[config.mk]
export PLATFORM = sky130hd
export DESIGN_NAME = byte_addr_seq
export DESIGN_NICKNAME = d
export VERILOG_FILES = /design/src/rtl/seq_pkg.sv /design/src/rtl/seq_mode_reg.sv /design/src/rtl/seq_txn_ctrl.sv /design/src/rtl/seq_addr_ptr.sv /design/src/rtl/byte_addr_seq.sv
export SDC_FILE = /design/constraint.sdc
export NUM_CORES = 1
export LEC_CHECK = 0
export BUFFER_PORTS_ARGS = -buffer_cell sky130_fd_sc_hd__buf_2
export CAP_MARGIN = 40
export CORE_UTILIZATION = 40
export DETAILED_ROUTE_END_ITERATION = 6
export PLACE_DENSITY = 0.69
export SLEW_MARGIN = 40
export SYNTH_ARGS = -nofsm -noshare
export SYNTH_HDL_FRONTEND = slang
export SYNTH_HIERARCHICAL = 1
export SYNTH_SLANG_ARGS = --single-unit
[constraint.sdc]
create_clock -name clk -period 2.7 [get_ports clk]
set_input_delay 0.27 -clock clk [delete_from_list [all_inputs] [get_ports clk]]
set_output_delay 0.27 -clock clk [all_outputs]
set_load 0.05 [all_outputs]
[src/rtl/seq_pkg.sv]
package seq_pkg;
  typedef enum logic [1:0] {
    AM_WORD  = 2'd0,
    AM_PAGE  = 2'd1,
    AM_BURST = 2'd2
  } access_mode_e;

  // Mode field decode: 00 word, 10 page, 01 and 11 burst
  function automatic access_mode_e decode_mode(input logic [1:0] fld);
    case (fld)
      2'b00:   return AM_WORD;
      2'b10:   return AM_PAGE;
      default: return AM_BURST;
    endcase
  endfunction
endpackage

[src/rtl/seq_mode_reg.sv]
module seq_mode_reg #(
  parameter int MODE_W = 8,
  parameter logic [MODE_W-1:0] RESET_VAL = 8'h40
) (
  input  logic              clk,
  input  logic              rst_n,
  input  logic              wr_en,
  input  logic [MODE_W-1:0] wr_data,
  output logic [MODE_W-1:0] q
);
  localparam int FLD_HI = MODE_W - 1;
  localparam int FLD_LO = MODE_W - 2;

  function automatic logic [MODE_W-1:0] keep_defined(input logic [MODE_W-1:0] d);
    logic [MODE_W-1:0] r;
    r = '0;
    r[FLD_HI:FLD_LO] = d[FLD_HI:FLD_LO];
    r[0] = d[0];
    return r;
  endfunction

  logic [MODE_W-1:0] q_r;
  logic [MODE_W-1:0] rsvd_unused;
  assign rsvd_unused = wr_data;

  always_ff @(posedge clk or negedge rst_n) begin
    if (!rst_n)     q_r <= RESET_VAL;
    else if (wr_en) q_r <= keep_defined(wr_data);
  end
  assign q = q_r;


  mode_field_store_chk: assert property (@(posedge clk) disable iff (!rst_n)
    wr_en |=> (q[FLD_HI:FLD_LO] == $past(wr_data[FLD_HI:FLD_LO])) && (q[0] == $past(wr_data[0])));
endmodule

[src/rtl/seq_txn_ctrl.sv]
module seq_txn_ctrl
  import seq_pkg::*;
(
  input  logic         clk,
  input  logic         rst_n,
  input  logic         cs_n,
  input  logic         addr_load,
  input  logic         byte_done,
  input  logic         wr_txn,
  input  logic [1:0]   mode_fld,
  output logic         load_en,
  output logic         adv_en,
  output logic         we,
  output access_mode_e tmode
);
  logic         active_q;
  logic         spent_q;
  access_mode_e tmode_q;
  logic         live;
  logic         byte_ev;

  assign load_en = !cs_n && addr_load;
  assign live    = !cs_n && active_q && !addr_load;
  assign byte_ev = live && byte_done;
  assign adv_en  = byte_ev && (tmode_q != AM_WORD);
  assign we      = byte_ev && wr_txn && !(tmode_q == AM_WORD && spent_q);
  assign tmode   = tmode_q;

  always_ff @(posedge clk or negedge rst_n) begin
    if (!rst_n) begin
      active_q <= 1'b0;
      spent_q  <= 1'b0;
      tmode_q  <= AM_BURST;
    end else if (cs_n) begin
      active_q <= 1'b0;
    end else if (addr_load) begin
      active_q <= 1'b1;
      spent_q  <= 1'b0;
      tmode_q  <= decode_mode(mode_fld);
    end else if (byte_ev) begin
      spent_q  <= 1'b1;
    end
  end


  cs_inert_chk: assert property (@(posedge clk) disable iff (!rst_n)
    cs_n |-> (!we && !adv_en));

  word_single_chk: assert property (@(posedge clk) disable iff (!rst_n)
    (we && tmode_q == AM_WORD) |=> !we);

  mode_hold_chk: assert property (@(posedge clk) disable iff (!rst_n)
    (active_q && !load_en) |=> $stable(tmode_q));
endmodule

[src/rtl/seq_addr_ptr.sv]
module seq_addr_ptr
  import seq_pkg::*;
#(
  parameter int ADDR_W     = 17,
  parameter int PAGE_BYTES = 32
) (
  input  logic              clk,
  input  logic              rst_n,
  input  logic              load_en,
  input  logic [ADDR_W-1:0] load_addr,
  input  logic              adv_en,
  input  access_mode_e      tmode,
  output logic [ADDR_W-1:0] addr
);
  localparam int PAGE_W = $clog2(PAGE_BYTES);

  function automatic logic [ADDR_W-1:0] step_addr(input logic [ADDR_W-1:0] a,
                                                  input access_mode_e m);
    logic [ADDR_W-1:0] inc;
    inc = a + ADDR_W'(1);
    case (m)
      AM_WORD: return a;
      AM_PAGE: return {a[ADDR_W-1:PAGE_W], inc[PAGE_W-1:0]};
      default: return inc;
    endcase
  endfunction

  logic [ADDR_W-1:0] a_q;

  always_ff @(posedge clk or negedge rst_n) begin
    if (!rst_n)       a_q <= '0;
    else if (load_en) a_q <= load_addr;
    else if (adv_en)  a_q <= step_addr(a_q, tmode);
  end
  assign addr = a_q;


  load_chk: assert property (@(posedge clk) disable iff (!rst_n)
    load_en |=> (a_q == $past(load_addr)));

  burst_wrap_chk: assert property (@(posedge clk) disable iff (!rst_n)
    (adv_en && !load_en && tmode == AM_BURST && a_q == '1) |=> (a_q == '0));

  page_wrap_chk: assert property (@(posedge clk) disable iff (!rst_n)
    (adv_en && !load_en && tmode == AM_PAGE && a_q[PAGE_W-1:0] == '1)
      |=> (a_q[PAGE_W-1:0] == '0) && $stable(a_q[ADDR_W-1:PAGE_W]));

  word_still_chk: assert property (@(posedge clk) disable iff (!rst_n)
    (!load_en && tmode == AM_WORD) |=> $stable(a_q));
endmodule

[src/rtl/byte_addr_seq.sv]
module byte_addr_seq
  import seq_pkg::*;
#(
  parameter int ADDR_W     = 17,
  parameter int PAGE_BYTES = 32,
  parameter int MODE_W     = 8
) (
  input  logic              clk,
  input  logic              rst_n,
  input  logic              cs_n,
  input  logic              addr_load,
  input  logic [ADDR_W-1:0] load_addr,
  input  logic              byte_done,
  input  logic              wr_txn,
  input  logic              mode_we,
  input  logic [MODE_W-1:0] mode_wdata,
  output logic [MODE_W-1:0] mode_q,
  output logic [ADDR_W-1:0] arr_addr,
  output logic              arr_we
);
  logic         load_en;
  logic         adv_en;
  access_mode_e tmode;

  seq_mode_reg #(.MODE_W(MODE_W), .RESET_VAL(MODE_W'(8'h40))) u_mode (
    .clk(clk), .rst_n(rst_n), .wr_en(mode_we), .wr_data(mode_wdata), .q(mode_q));

  seq_txn_ctrl u_ctrl (
    .clk(clk), .rst_n(rst_n), .cs_n(cs_n), .addr_load(addr_load),
    .byte_done(byte_done), .wr_txn(wr_txn), .mode_fld(mode_q[MODE_W-1:MODE_W-2]),
    .load_en(load_en), .adv_en(adv_en), .we(arr_we), .tmode(tmode));

  seq_addr_ptr #(.ADDR_W(ADDR_W), .PAGE_BYTES(PAGE_BYTES)) u_ptr (
    .clk(clk), .rst_n(rst_n), .load_en(load_en), .load_addr(load_addr),
    .adv_en(adv_en), .tmode(tmode), .addr(arr_addr));


  read_no_write_chk: assert property (@(posedge clk) disable iff (!rst_n)
    arr_we |-> (wr_txn && byte_done && !addr_load));
endmodule

==> metrics.log, run 1 <==
[metrics] clock tree from TritonCTS: done
[metrics] relative contribution of the clock network to total power: 19.5%
[metrics] total half-perimeter wirelength after legalization and detailed placement: 2270 um
[metrics] number of sinks on the clock net: 24
[metrics] Routed wire per std cell: 12.8 um
[metrics] Final Max Tran Viols: 0
[metrics] total number of vias: 1180
[metrics] cell area power density: 580 mW/mm^2
[metrics] number of nets in the layout: 225
[metrics] Net Sw Power: 0.403 mW
[metrics] post-layout utilization of the core: 51.1%
[metrics] worst-case setup slack after placement: 0.678 ns
[metrics] number of placed instances, taps included: 232
[metrics] leading cell type in the layout, fill and taps excluded: sky130_fd_sc_hd__buf_2
[metrics] sort of element at the start of the critical path: flip-flop
[metrics] number of input and output port buffers inserted: 47
[metrics] CTS Buf Count: 3
[metrics] maximum number of pins on one net before global-route repair: 26
[metrics] initial antenna violation count: 0
[metrics] cell internal power dissipation: 0.585 mW
[metrics] clock latency of the later-clocked register in the worst-skew pair: 0.32 ns
[metrics] Avg Synthesized Cell Area: 9.76 sq um
[metrics] critical path buffer and inverter count: 0
[metrics] Worst Path Class, Setup: reg2reg
[metrics] Largest delay share family, worst path: simple AND/OR/NAND/NOR gates
[metrics] Reg-to-Reg Start: u_ctrl/tmode[1]$_DFFE_PN1P_
[metrics] full die area: 0.00373 sq mm
[metrics] worst-path cell chain: o21a_1 -> nand4_2 -> nor4_4 -> mux2i_1 -> nand3_1
[metrics] crit share post-route: 73.7%
[metrics] top-area cell type share of the netlist area: 39.4%
[metrics] final hold violation count: 0
[metrics] wire length of the first global-routing pass: 4860 um
[metrics] via/cell ratio: 4.98
[metrics] number of hold-repair buffers added at the cts stage: 1
[metrics] cell area after synthesis: 0.00140 sq mm
[metrics] effective utilization at floorplan: 41.8%
[metrics] transition time at the pin with the least slew margin: 0.543 ns
[metrics] final hold slack: 0.149 ns
[metrics] ranking of synthesized cells by area: sky130_fd_sc_hd__dfrtp_1 (39%), sky130_fd_sc_hd__nand2_1 (5.6%), sky130_fd_sc_hd__xnor2_1 (5.0%)
[metrics] depth of the CTS H-tree: 1
[metrics] horizontal extent of the die: 61.1 um
[metrics] count of standard-cell rows: 21
[metrics] static leakage: 0.746 nW
[metrics] critical path startpoint: u_ctrl/tmode[1]$_DFFE_PN1P_
[metrics] number of iterations in the first detailed-routing pass: 4
[metrics] commonest cells after routing, fill and taps aside: sky130_fd_sc_hd__buf_2 (47), sky130_fd_sc_hd__dfrtp_1 (22), sky130_fd_sc_hd__nand2_1 (21), sky130_fd_sc_hd__o21ai_0 (11), sky130_fd_sc_hd__xnor2_1 (8)
[metrics] distinct cell type count of the synthesized netlist: 37
[metrics] proportion of layout cells with a drive suffix above 1: 34.6%
[metrics] area post-placement: 0.00166 sq mm
[metrics] portion of total power attributed to sequential cells: 47.6%
[metrics] switching part of the total: 40.8%
[metrics] cell type with the largest total area after synthesis: sky130_fd_sc_hd__dfrtp_1
[metrics] power share of the combinational group: 32.9%
[metrics] achievable clock frequency: 503 MHz
[metrics] setup skew after layout: 0.00360 ns
[metrics] Post-CTS Setup Repair Bufs: 0
[metrics] final antenna-violating net count: 0
[metrics] number of antenna diodes: 0
[metrics] crit end category: flip-flop
[metrics] number of synthesis warnings: 6
[metrics] unrepaired setup endpoints after global routing: no
[metrics] final setup violating endpoints: 0
[metrics] layout-stage area growth over the synthesis result: 22.1%
[metrics] Finished Cell Area: 0.00171 sq mm
[metrics] GRT Total Usage: 17.9%
[metrics] Remaining Overflow, GRT: 0
[metrics] CP max-delay cell: sky130_fd_sc_hd__dfstp_2
[metrics] height of the die: 61.1 um
[metrics] IO Count: 58
[metrics] Peak VDD IR: 0.000280 V
[metrics] total wire length: 3030 um
[metrics] final weighted congestion in routability-driven placement: 0.786
[metrics] final setup margin: 0.711 ns
[metrics] endpoint required time on the critical path: 2.92 ns
[metrics] clock transition at the registers of the reported paths: 0.13 ns
[metrics] Core Region: 0.00334 sq mm
[metrics] hold path startpoint: load_addr[16]
[metrics] synthesis-stage register bit count: 24
[metrics] peak-usage layer in the global routing report: met2
[metrics] GRT met1 Usage: 22.0%
[metrics] CP Data Arrival Time: 2.21 ns
[metrics] status: completed
[metrics] number of non-filler instances in the completed layout: 237
[metrics] Total Power Consumption: 0.989 mW
[metrics] worst slew slack as a fraction of its limit: 63.7%
[metrics] root buffer cell: sky130_fd_sc_hd__clkbuf_4
[metrics] number of gates resized after CTS: 0
[metrics] number of max-cap violations: 0
[metrics] sequential-to-total area share from yosys stat: 43.2%
[metrics] Post-Syn Instances: 143
[metrics] GR Layer Usage met3: 2.73%
[metrics] via count of the first global-routing pass: 1122
[metrics] type of the most critical hold path: in2reg
[metrics] maximum clock insertion buffer count: 2
[metrics] Final min period: 1.99 ns
[metrics] stage delay of the slowest cell on the critical path: 0.64 ns
[metrics] final routed DRC violation total: 0
[metrics] maximum fanout along the worst path: 8
[metrics] GRT met2 Usage: 30.4%
[metrics] number of violations reported at the end of detailed-routing iteration 0: 84
[metrics] setup TNS after final layout: 0 ns
worst paths after layout:
path | end | slack [ns] | cells past startpoint
min in group asynchronous | u_ptr/addr[7]$_DFFE_PN0P_ | 0.45 | 2
max | u_ptr/addr[16]$_DFFE_PN0P_ | 0.71 | 5
max reg2reg | u_ptr/addr[16]$_DFFE_PN0P_ | 0.71 | 5
min | u_ptr/addr[16]$_DFFE_PN0P_ | 0.15 | 3
min reg2reg | u_ctrl/spent_q$_DFFE_PN0P_ | 0.54 | 2
max in group asynchronous | u_mode/q[6]$_DFFE_PN1P_ | 1.88 | 2
layer usage:
metal  share of wire, %  routed length [um]
met5                  0                   0
met4                2.0                  61
met3                5.8                 177
met2                 49                1500
met1                 43                1290
sequential cells by signal, summed over array words and instances, names as in the netlist:
register         count
u_ctrl/spent_q       1
u_ctrl/active_q      1
u_mode/q             3
u_ptr/addr          17
u_ctrl/tmode         2
tightest hold or removal path: cells and delay by family:
| family | cells | cell delay [ns] |
|---|---|---|
| simple gates | 2 | 0.09 |
| buf+inv | 1 | 0.08 |
area by class of cell:
| type | instances | area (sq um) |
|---|---|---|
| clock buffer | 4 | 36.3 |
| fill | 336 | 1630 |
| inverter | 3 | 11.3 |
| multi-input combinational | 111 | 744 |
| sequential | 24 | 603 |
| tap | 46 | 57.6 |
| timing repair buffer | 49 | 253 |
logic make-up (layout without fill, tap and decap cells):
logic type / count (synthesis) / in the layout / share of synthesized area (%)
fa+ha+maj: 1 / 1 / 0.896
other cells: 1 / 5 / 0.269
flops: 24 / 24 / 43.2
buf+inv: 12 / 56 / 4.57
mux: 11 / 11 / 8.87
compound gates: 22 / 22 / 9.50
xor+xnor: 10 / 10 / 6.27
simple gates: 62 / 62 / 26.4
cells in the mapped netlist, drive strengths merged:
| cell | n |
|---|---|
| nor2b | 6 |
| nor3b | 1 |
| a22oi | 3 |
| nand4 | 4 |
| xnor2 | 8 |
| nor2 | 7 |
| xor2 | 2 |
| mux2i | 6 |
| o211ai | 1 |
| mux2 | 5 |
| dfrtp | 22 |
| buf | 6 |
| o21ai | 14 |
| a221o | 1 |
| ha | 1 |
| nor3 | 5 |
| dfstp | 2 |
| clkbuf | 3 |
| and4bb | 1 |
| o311a | 1 |
| o21a | 1 |
| nand2 | 22 |
| conb | 1 |
| nor4 | 7 |
| inv | 3 |
| nand3b | 1 |
| a21oi | 1 |
| nand3 | 8 |
power by group through the flow:
stage	combinational, mW	clock [mW]	sequential [mW]
final	0.325	0.193	0.470
after global routing	0.352	0.212	0.480
after CTS	0.327	0.199	0.471
after detailed placement	0.325	0	0.478
after global placement	0.318	0	0.473
after floorplan	0.122	0	0.591
Note: power is estimated with default switching activity, not from simulation.
==> run 2, diff against run 1 <==
Settings changed: ABC_AREA set to 1, PLACE_DENSITY 0.69 to 0.67.
Clock period 2.7 ns to 2 ns, I/O delays scaled along.
==> run 2 against run 1 <==
  * First-iteration DRC count fell by 31%
  * Non-clock buffer count did not move
  * Final cell count rose by 34%
  * Highest routed layer unchanged
  * Via count rose by 29%
  * Combinational power rose by 110%
  * Count of clock-buffer cells in the layout fell by 1
  * Largest cell class unchanged
  * Area after synthesis rose by 12%
  * Core utilization fell by 0.096 points
==> metrics.log, run 2 <==
[metrics] status: completed
[metrics] maximum fanout along the worst path: 7 (-1)
[metrics] final routed DRC violation total: 0 (unchanged)
[metrics] worst setup slack for register-to-register paths: 0.30 ns (-0.41 ns)
[metrics] total number of vias: 1520 (+29%)
[metrics] cell internal power dissipation: 1.02 mW (+74%)
[metrics] maximum number of pins on one net before global-route repair: 25 (-3.8%)
[metrics] end of the worst hold path: u_mode/q[6]$_DFFE_PN1P_
[metrics] achievable clock frequency: 587 MHz (+17%)
[metrics] via/cell ratio: 4.79 (-3.7%)
[metrics] Net Sw Power: 0.761 mW (+89%)
[metrics] post-synthesis async set-or-reset flop share: 100% (unchanged)
[metrics] Worst Path Class, Setup: reg2reg
[metrics] Final min period: 1.70 ns (-0.286 ns)
[metrics] number of gates resized after CTS: 0 (unchanged)
[metrics] type of the most critical hold path: in2reg
[metrics] GRT Total Usage: 19.4% (+1.5 points)
[metrics] switching part of the total: 42.8% (+2.0 points)
[metrics] initial antenna violation count: 0 (unchanged)
[metrics] final setup violating endpoints: 0 (unchanged)
[metrics] clock transition at the registers of the reported paths: 0.09 ns (-0.04 ns)
[metrics] CTS Buf Count: 3 (unchanged)
[metrics] layout-stage area growth over the synthesis result: 21.0%
[metrics] worst slew slack as a fraction of its limit: 63.8% (+0.075 points)
[metrics] sequential-to-total area share from yosys stat: 38.5% (-4.7 points)
[metrics] Peak VDD IR: 0.000488 V (+74%)
[metrics] horizontal extent of the die: 64.6 um (+5.7%)
[metrics] crit share post-route: 85.2% (+11 points)
[metrics] RR Endpoint: u_ptr/addr[6]$_DFFE_PN0P_
[metrics] power share of the combinational group: 38.2% (+5.3 points)
[metrics] sort of element at the start of the critical path: flip-flop
[metrics] hold path startpoint: mode_wdata[6]
[metrics] final weighted congestion in routability-driven placement: 0.879 (+12%)
[metrics] predominant post-synthesis flop cell: sky130_fd_sc_hd__dfrtp_1
[metrics] clock tree from TritonCTS: done
[metrics] leading cell type in the layout, fill and taps excluded: sky130_fd_sc_hd__nand2_1
[metrics] number of input and output port buffers inserted: 47 (unchanged)
[metrics] number of nets in the layout: 303 (+35%)
[metrics] endpoint required time on the critical path: 2.18 ns (-0.74 ns)
[metrics] synthesis-stage register bit count: 24 (unchanged)
[metrics] proportion of layout cells with a drive suffix above 1: 26.8% (-7.8 points)
[metrics] setup skew after layout: 0.00469 ns (+0.00109 ns)
[metrics] count of standard-cell rows: 22 (+4.8%)
[metrics] effective utilization at floorplan: 42.2% (+0.31 points)
[metrics] Core Region: 0.00372 sq mm (+11%)
[metrics] commonest cells after routing, fill and taps aside: sky130_fd_sc_hd__nand2_1 (76), sky130_fd_sc_hd__buf_2 (47), sky130_fd_sc_hd__inv_1 (22), sky130_fd_sc_hd__dfrtp_1 (22)
[metrics] worst hold path cell count: 3 (unchanged)
[metrics] number of violations reported at the end of detailed-routing iteration 0: 58 (-31%)
[metrics] number of synthesis warnings: 6 (unchanged)
[metrics] height of the die: 64.6 um (+5.7%)
[metrics] Reg-to-Reg Start: u_ctrl/tmode[1]$_DFFE_PN1P_
[metrics] Remaining Overflow, GRT: 0 (unchanged)
[metrics] number of placed instances, taps included: 312 (+34%)
[metrics] Post-CTS Setup Repair Bufs: 0 (unchanged)
[metrics] clock latency of the later-clocked register in the worst-skew pair: 0.27 ns (-0.05 ns)
[metrics] Total Power Consumption: 1.78 mW (+80%)
[metrics] ranking of synthesized cells by area: sky130_fd_sc_hd__dfrtp_1 (35%), sky130_fd_sc_hd__nand2_1 (18%), sky130_fd_sc_hd__nand3_1 (5.8%)
[metrics] unrepaired setup endpoints after global routing: no
[metrics] transition time at the pin with the least slew margin: 0.543 ns (+0.0000255 ns)
[metrics] final hold slack: 0.112 ns (-0.0375 ns)
[metrics] Final Max Tran Viols: 0 (unchanged)
[metrics] static leakage: 1.00 nW (+34%)
[metrics] Avg Synthesized Cell Area: 7.09 sq um (-27%)
[metrics] number of flip-flops under the largest register name: 17 (unchanged)
[metrics] total half-perimeter wirelength after legalization and detailed placement: 2710 um (+19%)
[metrics] number of enable flip-flop cells after synthesis: 0 (unchanged)
[metrics] IO Count: 58 (unchanged)
[metrics] relative contribution of the clock network to total power: 24.0% (+4.5 points)
[metrics] depth of the CTS H-tree: 1 (unchanged)
[metrics] leading cell types by count after synthesis: sky130_fd_sc_hd__nand2_1 (76), sky130_fd_sc_hd__dfrtp_1 (22), sky130_fd_sc_hd__inv_1 (22), sky130_fd_sc_hd__nand3_1 (18), sky130_fd_sc_hd__nor2_1 (18)
[metrics] via count of the first global-routing pass: 1392 (+24%)
[metrics] number of iterations in the first detailed-routing pass: 4 (unchanged)
[metrics] full die area: 0.00417 sq mm (+12%)
[metrics] cell area after synthesis: 0.00157 sq mm (+12%)
[metrics] Routed wire per std cell: 11.3 um (-12%)
[metrics] Worst Reg-to-Reg Cells: 6 (+1)
[metrics] Post-Syn Instances: 221 (+55%)
[metrics] setup TNS after final layout: 0 ns (unchanged)
[metrics] root buffer cell: sky130_fd_sc_hd__clkbuf_8
[metrics] number of non-filler instances in the completed layout: 317 (+34%)
[metrics] final antenna-violating net count: 0 (unchanged)
[metrics] number of hold-repair buffers added at the cts stage: 1 (unchanged)
[metrics] total wire length: 3570 um (+18%)
[metrics] number of max-cap violations: 0 (unchanged)
[metrics] maximum clock insertion buffer count: 2 (unchanged)
[metrics] number of antenna diodes: 0 (unchanged)
[metrics] count of fill cells added during filler insertion: 405 (+21%)
[metrics] cell type with the largest total area after synthesis: sky130_fd_sc_hd__dfrtp_1
[metrics] portion of total power attributed to sequential cells: 37.8% (-9.8 points)
[metrics] number of sinks on the clock net: 24 (unchanged)
[metrics] CP Data Arrival Time: 1.89 ns (-0.32 ns)
[metrics] wire length of the first global-routing pass: 6180 um (+27%)
[metrics] crit end category: flip-flop
[metrics] final hold violation count: 0 (unchanged)
[metrics] distinct cell type count of the synthesized netlist: 31 (-16%)
[metrics] top-area cell type share of the netlist area: 35.1% (-4.3 points)
[metrics] cell area power density: 939 mW/mm^2 (+62%)
[metrics] cell with the most instances after synthesis: sky130_fd_sc_hd__nand2_1
[run 2: cell types whose count changed after synthesis, moves of 5 or more]
cell / previous run / this run
sky130_fd_sc_hd__o21bai_1: 0 / 6
sky130_fd_sc_hd__xnor2_1: 8 / 1
sky130_fd_sc_hd__nor3_1: 5 / 0
sky130_fd_sc_hd__nor2b_1: 5 / 0
sky130_fd_sc_hd__inv_1: 3 / 22
sky130_fd_sc_hd__mux2i_1: 6 / 0
sky130_fd_sc_hd__nor2_2: 0 / 5
sky130_fd_sc_hd__nand2_1: 21 / 76
sky130_fd_sc_hd__nor2_1: 7 / 18
sky130_fd_sc_hd__nand3_1: 7 / 18
[run 2: logic make-up (layout without fill, tap and decap cells)]
logic type                 after synthesis  after routing  synth area share [%]
AOI/OAI and AO/OA                       28             28                  11.1
xor gates and xnor gates                 3              3                  1.68
adders and majority gates                1              1                 0.799
buffers and inverters                   34             78                  10.6
DFF                                     24             24                  38.5
other                                    1              5                 0.239
and+or+nand+nor                        130            130                  37.1
[run 2: layout make-up]
class,instances,area [sq um],area share [%]
timing repair buffer,49,253,13.3
inverter,25,96.3,5.08
tap,48,60.1,3.17
clock buffer,3,41.3,2.18
multi-input combinational,167,812,42.8
clock inverter,1,30.0,1.58
sequential,24,603,31.8
[run 2: routing by layer]
layer,global-route usage [%],vias up,wire length [um]
met3,4.75,2,203
met2,31.3,47,1650
met5,0,-,0
li1,-,793,-
met1,25.7,678,1690
met4,5.00,0,33
[run 2: worst max-delay path by stage]
stage / from / to / slack (ns) / cells after the start
CTS: u_ctrl/tmode[1]$_DFFE_PN1P_ / u_ptr/addr[6]$_DFFE_PN0P_ / 0.29 / 6
detailed placement: u_ctrl/tmode[1]$_DFFE_PN1P_ / u_ptr/addr[6]$_DFFE_PN0P_ / 0.33 / 6
global placement: u_ctrl/tmode[1]$_DFFE_PN1P_ / u_ptr/addr[6]$_DFFE_PN0P_ / 0.37 / 6
floorplan: u_ptr/addr[1]$_DFFE_PN0P_ / u_ptr/addr[16]$_DFFE_PN0P_ / 0.35 / 8
global route: u_ctrl/tmode[1]$_DFFE_PN1P_ / u_ptr/addr[6]$_DFFE_PN0P_ / 0.09 / 6
finish: u_ctrl/tmode[1]$_DFFE_PN1P_ / u_ptr/addr[6]$_DFFE_PN0P_ / 0.30 / 6
[run 2: through the flow]
| step | cell area [sq um] | utilization [%] | setup slack, ns |
|---|---|---|---|
| 2_1_floorplan | 1580 | - | 0.350 |
| 3_3_place_gp | 1810 | 48.8 | 0.367 |
| 3_5_place_dp | 1810 | 48.8 | 0.326 |
| 4_1_cts | 1900 | 51.0 | 0.288 |
| 5_1_grt | 1900 | 51.0 | 0.0860 |
| 6_report | 1900 | 51.0 | 0.297 |
[run 2: critical path, stage by stage (launching register included)]
cell and delay (ns):
sky130_fd_sc_hd__dfstp_2 0.55, sky130_fd_sc_hd__nor2_1 0.05, sky130_fd_sc_hd__nor2_1 0.13, sky130_fd_sc_hd__nand2_1 0.15
sky130_fd_sc_hd__nor2_1 0.45, sky130_fd_sc_hd__nand2_1 0.10, sky130_fd_sc_hd__o211ai_1 0.18
[run 2: power by group through the flow]
stage                     registers [mW]  clock network [mW]  logic, mW
final                              0.673               0.427      0.679
after global routing               0.692               0.464      0.738
after CTS                          0.675               0.441      0.684
after detailed placement           0.683                   0      0.681
after global placement             0.680                   0      0.672
after floorplan                    0.922                   0      0.280
